[config.mk]
export PLATFORM = sky130hd
export DESIGN_NAME = trap_entry_seq
export DESIGN_NICKNAME = d
export VERILOG_FILES = /design/src/rtl/tes_pkg.sv /design/src/rtl/tes_decide.sv /design/src/rtl/tes_status.sv /design/src/rtl/tes_flow.sv /design/src/rtl/tes_winport.sv /design/src/rtl/trap_entry_seq.sv
export SDC_FILE = /design/constraint.sdc
export NUM_CORES = 1
export LEC_CHECK = 0
export BUFFER_PORTS_ARGS = -buffer_cell sky130_fd_sc_hd__clkbuf_2
export CAP_MARGIN = 15
export CELL_PAD_IN_SITES_DETAIL_PLACEMENT = 0
export CELL_PAD_IN_SITES_GLOBAL_PLACEMENT = 1
export CORE_ASPECT_RATIO = 0.5
export CORE_MARGIN = 2
export CORE_UTILIZATION = 41
export DETAILED_ROUTE_END_ITERATION = 6
export GPL_TIMING_DRIVEN = 0
export PLACE_DENSITY = 0.86
export SYNTH_ARGS = -nofsm -noshare
export SYNTH_HDL_FRONTEND = slang
export SYNTH_SLANG_ARGS = --single-unit
[constraint.sdc]
create_clock -name clk -period 5.45 [get_ports clk]
set_input_delay 0.2725 -clock clk [delete_from_list [all_inputs] [get_ports clk]]
set_output_delay 0.2725 -clock clk [all_outputs]
set_load 0.1 [all_outputs]
[src/rtl/tes_pkg.sv]
// Shared definitions for the trap entry sequencer.
// Assumes instructions are 4 bytes and handler slots are 16 bytes apart.
package tes_pkg;
    localparam int SLOT_SHIFT = 4;
    localparam int INSN_BYTES = 4;

    // Outcome of a trap request in the current cycle.
    typedef enum logic [1:0] {
        ACT_NONE  = 2'd0,
        ACT_TAKE  = 2'd1,
        ACT_ERROR = 2'd2
    } act_e;
endpackage

[src/rtl/tes_decide.sv]
// Decides whether a trap request vectors, raises error mode or is dropped.
// Purely combinational; assumes et/err are the registered current state.
module tes_decide (
    input  logic           trap_req,
    input  logic           trap_sync,
    input  logic           trap_is_reset,
    input  logic           et,
    input  logic           err,
    output tes_pkg::act_e  act
);
    import tes_pkg::*;

    // Priority: reset trap, then error-mode block, then enable check.
    always_comb begin
        act = ACT_NONE;
        if (trap_req) begin
            if (trap_is_reset)
                act = ACT_TAKE;
            else if (err)
                act = ACT_NONE;
            else if (et)
                act = ACT_TAKE;
            else if (trap_sync)
                act = ACT_ERROR;
            else
                act = ACT_NONE;
        end
    end
endmodule

[src/rtl/tes_status.sv]
// Holds trap-enable, supervisor, previous-supervisor, window pointer,
// mask level and error mode. Trap entry makes only reversible changes.
// Assumes NWIN >= 2.
module tes_status #(
    parameter int NWIN  = 8,
    parameter int PIL_W = 4,
    localparam int CWP_W = $clog2(NWIN)
) (
    input  logic               clk,
    input  logic               rst_n,
    input  tes_pkg::act_e      act,
    input  logic               ctl_wr,
    input  logic               wr_et,
    input  logic               wr_s,
    input  logic [CWP_W-1:0]   wr_cwp,
    input  logic [PIL_W-1:0]   wr_pil,
    output logic               et,
    output logic               s,
    output logic               ps,
    output logic [CWP_W-1:0]   cwp,
    output logic [PIL_W-1:0]   pil,
    output logic               err,
    output logic [CWP_W-1:0]   cwp_dec
);
    import tes_pkg::*;

    localparam int            LAST_I = NWIN - 1;
    localparam logic [CWP_W-1:0] LAST_WIN = LAST_I[CWP_W-1:0];

    // Window pointer minus one; a power-of-two count wraps naturally.
    generate
        if ((1 << CWP_W) == NWIN) begin : g_pow2
            always_comb cwp_dec = cwp - 1'b1;
        end else begin : g_any
            always_comb cwp_dec = (cwp == '0) ? LAST_WIN : cwp - 1'b1;
        end
    endgenerate

    // Status update: reset, trap entry, error entry or control write.
    always_ff @(posedge clk) begin
        if (!rst_n) begin
            et  <= 1'b0;
            s   <= 1'b1;
            ps  <= 1'b0;
            cwp <= '0;
            pil <= '0;
            err <= 1'b0;
        end else begin
            case (act)
                ACT_TAKE: begin
                    et  <= 1'b0;
                    ps  <= s;
                    s   <= 1'b1;
                    cwp <= cwp_dec;
                    err <= 1'b0;
                end
                ACT_ERROR: begin
                    err <= 1'b1;
                end
                default: begin
                    if (ctl_wr && !err) begin
                        et  <= wr_et;
                        s   <= wr_s;
                        cwp <= wr_cwp;
                        pil <= wr_pil;
                    end
                end
            endcase
        end
    end
endmodule

[src/rtl/tes_flow.sv]
// Holds the trap base register and the PC/nPC pair. Trap entry redirects
// to the handler slot {base, type, 0000}; a reset trap goes to 0/4.
// Assumes ADDR_W > TT_W + SLOT_SHIFT.
module tes_flow #(
    parameter int ADDR_W = 32,
    parameter int TT_W   = 8,
    localparam int BASE_W = ADDR_W - TT_W - tes_pkg::SLOT_SHIFT
) (
    input  logic               clk,
    input  logic               rst_n,
    input  tes_pkg::act_e      act,
    input  logic               trap_is_reset,
    input  logic [TT_W-1:0]    trap_code,
    input  logic               step,
    input  logic               ctl_wr,
    input  logic [BASE_W-1:0]  wr_base,
    input  logic               err,
    output logic [ADDR_W-1:0]  tbr,
    output logic [ADDR_W-1:0]  pc,
    output logic [ADDR_W-1:0]  npc
);
    import tes_pkg::*;

    localparam logic [ADDR_W-1:0] STEP = ADDR_W'(INSN_BYTES);

    logic [BASE_W-1:0] base_q;
    logic [TT_W-1:0]   tt_q;
    logic [ADDR_W-1:0] handler;

    // Handler slot address built from the current base and the new code.
    always_comb handler = {base_q, trap_code, {SLOT_SHIFT{1'b0}}};

    // Register image seen by the outside.
    always_comb tbr = {base_q, tt_q, {SLOT_SHIFT{1'b0}}};

    // Base/type update and program-counter sequencing.
    always_ff @(posedge clk) begin
        if (!rst_n) begin
            base_q <= '0;
            tt_q   <= '0;
            pc     <= '0;
            npc    <= STEP;
        end else begin
            case (act)
                ACT_TAKE: begin
                    tt_q <= trap_code;
                    if (trap_is_reset) begin
                        pc  <= '0;
                        npc <= STEP;
                    end else begin
                        pc  <= handler;
                        npc <= handler + STEP;
                    end
                end
                ACT_ERROR: begin
                    tt_q <= tt_q;
                end
                default: begin
                    if (!err) begin
                        if (ctl_wr)
                            base_q <= wr_base;
                        if (step) begin
                            pc  <= npc;
                            npc <= npc + STEP;
                        end
                    end
                end
            endcase
        end
    end
endmodule

[src/rtl/tes_winport.sv]
// Presents the saved return pair for the new window's first two locals.
// Synchronous traps save PC/nPC; asynchronous ones save nPC/nPC+4.
module tes_winport #(
    parameter int ADDR_W = 32,
    parameter int CWP_W  = 3
) (
    input  logic               clk,
    input  logic               rst_n,
    input  tes_pkg::act_e      act,
    input  logic               trap_sync,
    input  logic [ADDR_W-1:0]  pc,
    input  logic [ADDR_W-1:0]  npc,
    input  logic [CWP_W-1:0]   cwp_new,
    output logic               taken,
    output logic               we,
    output logic [CWP_W-1:0]   idx,
    output logic [ADDR_W-1:0]  l1,
    output logic [ADDR_W-1:0]  l2
);
    import tes_pkg::*;

    localparam logic [ADDR_W-1:0] STEP = ADDR_W'(INSN_BYTES);

    // One-cycle write strobe with the return pair chosen by trap class.
    always_ff @(posedge clk) begin
        if (!rst_n) begin
            taken <= 1'b0;
            we    <= 1'b0;
            idx   <= '0;
            l1    <= '0;
            l2    <= '0;
        end else if (act == ACT_TAKE) begin
            taken <= 1'b1;
            we    <= 1'b1;
            idx   <= cwp_new;
            l1    <= trap_sync ? pc  : npc;
            l2    <= trap_sync ? npc : npc + STEP;
        end else begin
            taken <= 1'b0;
            we    <= 1'b0;
        end
    end
endmodule

[src/rtl/trap_entry_seq.sv]
// Top of the trap entry sequencer: decision, status, flow and window port.
// Assumes one trap request at most per cycle and NWIN >= 2.
module trap_entry_seq #(
    parameter int NWIN   = 8,
    parameter int ADDR_W = 32,
    parameter int TT_W   = 8,
    parameter int PIL_W  = 4,
    localparam int CWP_W  = $clog2(NWIN),
    localparam int BASE_W = ADDR_W - TT_W - tes_pkg::SLOT_SHIFT
) (
    input  logic               clk,
    input  logic               rst_n,
    input  logic               trap_req,
    input  logic [TT_W-1:0]    trap_code,
    input  logic               trap_sync,
    input  logic               trap_is_reset,
    input  logic               step,
    input  logic               ctl_wr,
    input  logic               wr_et,
    input  logic               wr_s,
    input  logic [CWP_W-1:0]   wr_cwp,
    input  logic [PIL_W-1:0]   wr_pil,
    input  logic [BASE_W-1:0]  wr_base,
    output logic               et_o,
    output logic               s_o,
    output logic               ps_o,
    output logic [CWP_W-1:0]   cwp_o,
    output logic [PIL_W-1:0]   pil_o,
    output logic [ADDR_W-1:0]  tbr_o,
    output logic [ADDR_W-1:0]  pc_o,
    output logic [ADDR_W-1:0]  npc_o,
    output logic               err_o,
    output logic               trap_taken,
    output logic               win_we,
    output logic [CWP_W-1:0]   win_idx,
    output logic [ADDR_W-1:0]  win_l1,
    output logic [ADDR_W-1:0]  win_l2
);
    tes_pkg::act_e    act;
    logic [CWP_W-1:0] cwp_dec;

    tes_decide u_decide (
        .trap_req      (trap_req),
        .trap_sync     (trap_sync),
        .trap_is_reset (trap_is_reset),
        .et            (et_o),
        .err           (err_o),
        .act           (act)
    );

    tes_status #(.NWIN(NWIN), .PIL_W(PIL_W)) u_status (
        .clk     (clk),
        .rst_n   (rst_n),
        .act     (act),
        .ctl_wr  (ctl_wr),
        .wr_et   (wr_et),
        .wr_s    (wr_s),
        .wr_cwp  (wr_cwp),
        .wr_pil  (wr_pil),
        .et      (et_o),
        .s       (s_o),
        .ps      (ps_o),
        .cwp     (cwp_o),
        .pil     (pil_o),
        .err     (err_o),
        .cwp_dec (cwp_dec)
    );

    tes_flow #(.ADDR_W(ADDR_W), .TT_W(TT_W)) u_flow (
        .clk           (clk),
        .rst_n         (rst_n),
        .act           (act),
        .trap_is_reset (trap_is_reset),
        .trap_code     (trap_code),
        .step          (step),
        .ctl_wr        (ctl_wr),
        .wr_base       (wr_base),
        .err           (err_o),
        .tbr           (tbr_o),
        .pc            (pc_o),
        .npc           (npc_o)
    );

    tes_winport #(.ADDR_W(ADDR_W), .CWP_W(CWP_W)) u_win (
        .clk       (clk),
        .rst_n     (rst_n),
        .act       (act),
        .trap_sync (trap_sync),
        .pc        (pc_o),
        .npc       (npc_o),
        .cwp_new   (cwp_dec),
        .taken     (trap_taken),
        .we        (win_we),
        .idx       (win_idx),
        .l1        (win_l1),
        .l2        (win_l2)
    );
endmodule

==> reports/qor.csv <==
metric,value,unit
setup tns final,0,ps
fin crit share,73.4,%
post-cts sizing count,0,
kind of critical path,in -> reg,
initial core utilization,42.4,%
"count leader, synth",dfxtp_1,
post-synthesis sequential area ratio,41.8,%
crit path time final,4000,ps
worst hold start,wr_pil[2],
fin worst setup slack,1450,ps
Clock Path Buffers,2,
Vias/cell,5.76,
Detail Route Antenna Nets,0,
gr usage total,32.3,%
Filler cells,1913,
# rows,35,
Critical Path AT,4280,ps
CTS Buf Count,17,
post-synth top area cell,dfxtp_1,
Core ar.,0.0187,mm²
htree depth,4,
Post-synth EDFFs,0,
Post-CTS Setup Bufs,0,
nets,1241,
Hold EP,u_status.pil[2],
CTS Hold Bufs,0,
layout cell share with drive strength beyond 1,25.0,%
chip height,102,µm
DP Area,0.00931,mm²
R2R cell count,11,
Achievable Freq,0.250,GHz
async set-reset flop share out of synthesis,0,%
failing checks,DRC,
leading post-synthesis cells by instance count,"dfxtp_1 (165), nand2_1 (109), nor2_1 (97), a21oi_1 (93), clkbuf_1 (55)",
first-pass detailed-route iteration total,7,
crit path launch type,input port,
Worst-Margin Slew,1100,ps
"Design Area, Final",0.00985,mm²
Die W,200,µm
PwrDens,379,mW/mm²
largest net degree at the start of global routing,17,
antenna violations before repair,0,
via count,8431,
first-pass GRT wire length,49100,µm
Synth-to-Final Area Change,24.6,%
Max Cap Violations,0,
FF-to-FF Start,u_status.et,
CTS tree,yes,
Peak supply drop,0.257,mV
Yosys warnings,0,
Synth Instances,956,
Static Leak,4.09,nW
multi-input logic area,0.00398,mm²
Seq cells post-synth,165,
status,"complete, but fails checks",
pre-CTS WS,1200,ps
Register Area,0.00330,mm²
predominant post-synthesis flop cell,dfxtp_1,
DR DRC count,1,
vias in the first global route,7816,
worst-skew pair later-pin latency,440,ps
Port Buffers,209,
WHS Path Cells,3,
grt ovf,0,
dpl hpwl,24700,µm
Mapped Area,0.00791,mm²
Critical Path End Type,flop,
Clock Pin Slew Worst Setup and Hold Paths,60,ps
Mean Syn Cell Area,8.27,µm²
Antenna Cells,0,
# setup viols final,0,
RSZ-0062 raised after global routing,no,
library cells used by synthesis,61,
Area contributors post-synth,"dfxtp_1 (42%), a21oi_1 (5.9%), nand2_1 (5.2%), mux2i_1 (4.9%), nor2_1 (4.6%)",
Worst EP required,5730,ps
routability congestion estimate,0.936,
min-delay worst type,in -> reg,
area share of the leading cell type in the synthesized netlist,41.8,%
Setup Skew,10.8,ps
DR iter-0 viols,934,
Ports,220,
Fin Hold WS,59.4,ps
worst rel slew slack,26.1,%
endpoints failing hold,0,
reg-to-reg setup timing slack,1920,ps
Routed WL,33200,µm
max-slew violations,0,
peak fanout along the critical path,10,
root buffer cell,clkbuf_16,
die area,0.0205,mm²
post-DR wirelength/cell,22.7,µm
clock sink count,165,
R2R Path End,u_flow.pc[6],
per-layer routing:
layer	GRT usage [%]	share of wire, %	vias to the layer above
met5	0	0	-
met4	8.43	1.4	0
met3	10.8	13	49
met2	46.0	40	492
met1	46.4	46	4008
li1	-	-	3882
layout make-up:
class / count / area share [%]
clock inverter: 13 / 1.02
tap: 259 / 3.29
sequential: 165 / 33.5
multi-input combinational: 677 / 40.4
buffer: 109 / 6.20
clock buffer: 19 / 4.50
timing repair buffer: 210 / 10.7
inverter: 12 / 0.457
state kept, by name, summed over array words and instances, names as in the netlist:
| name | count |
|---|---|
| u_win.l1 | 31 |
| u_status.s | 1 |
| u_win.l2 | 30 |
| u_flow.tt_q | 8 |
| u_win.idx | 3 |
| u_status.err | 1 |
| u_flow.pc | 31 |
| u_status.cwp | 3 |
| u_win.we | 1 |
| u_status.pil | 4 |
| u_flow.npc | 30 |
| u_status.ps | 1 |
| u_status.et | 1 |
| u_flow.base_q | 20 |
layout by cell type (no fill, tap or decap), drive strengths merged, types with 7 or more instances in the layout:
cell type / Yosys / routed
clkbuf: 67 / 295
dfxtp: 165 / 165
nand2: 109 / 109
nor2: 97 / 97
a21oi: 93 / 93
o21ai: 47 / 47
buf: 42 / 43
mux2i: 39 / 39
a211oi: 39 / 39
nor3: 38 / 38
nand3: 27 / 27
xnor2: 18 / 18
a221oi: 18 / 18
inv: 12 / 17
and3: 14 / 14
nand4: 13 / 13
or3: 10 / 10
nor4: 10 / 10
nor2b: 9 / 9
xor2: 8 / 8
conb: 1 / 8
a31oi: 7 / 7
power breakdown:
part	total (mW)	internal [mW]	switching, mW
combinational	1.21	0.208	1.00
sequential	1.38	1.29	0.0837
clock	1.15	0.602	0.544
logic make-up after synthesis:
kind of cell | after synthesis | synth area share (%)
XOR/XNOR | 26 | 2.88
flip-flops | 165 | 41.8
AO/OA/AOI/OAI | 251 | 20.0
adder cells (fa/ha/maj) | 5 | 0.791
buffers and inverters | 121 | 8.29
multiplexers | 39 | 4.94
other | 1 | 0.0474
AND/OR/NAND/NOR | 348 | 21.3
per-stage QoR:
step	power [mW]	std cells	util, %
after floorplan	2.34	963	-
after global placement	2.59	1431	49.9
after detailed placement	2.60	1432	49.9
after CTS	3.72	1464	52.8
after global routing	3.85	1464	52.8
final	3.74	1464	52.8
worst max-delay path: stages:
cell and delay (ps):
clkbuf_1 330, clkbuf_1 530, clkbuf_1 570, nor4b_1 300
nand2_1 140, ha_1 280, nor2b_1 350, or3_1 160
buf_2 260, clkbuf_1 680, nor2_1 80, mux2i_1 190
o32ai_1 120
how the worst max path moves through the flow:
stage	end	slack [ps]	from
after floorplan	u_flow.npc[12]	2550	trap_sync
after global placement	u_flow.npc[14]	1300	trap_sync
after detailed placement	u_flow.npc[12]	1200	trap_sync
after CTS	u_flow.npc[12]	1650	trap_sync
after global routing	u_flow.npc[12]	1270	trap_sync
final	u_flow.npc[12]	1450	trap_sync
No activity file was read; power rests on OpenSTA's default activity.
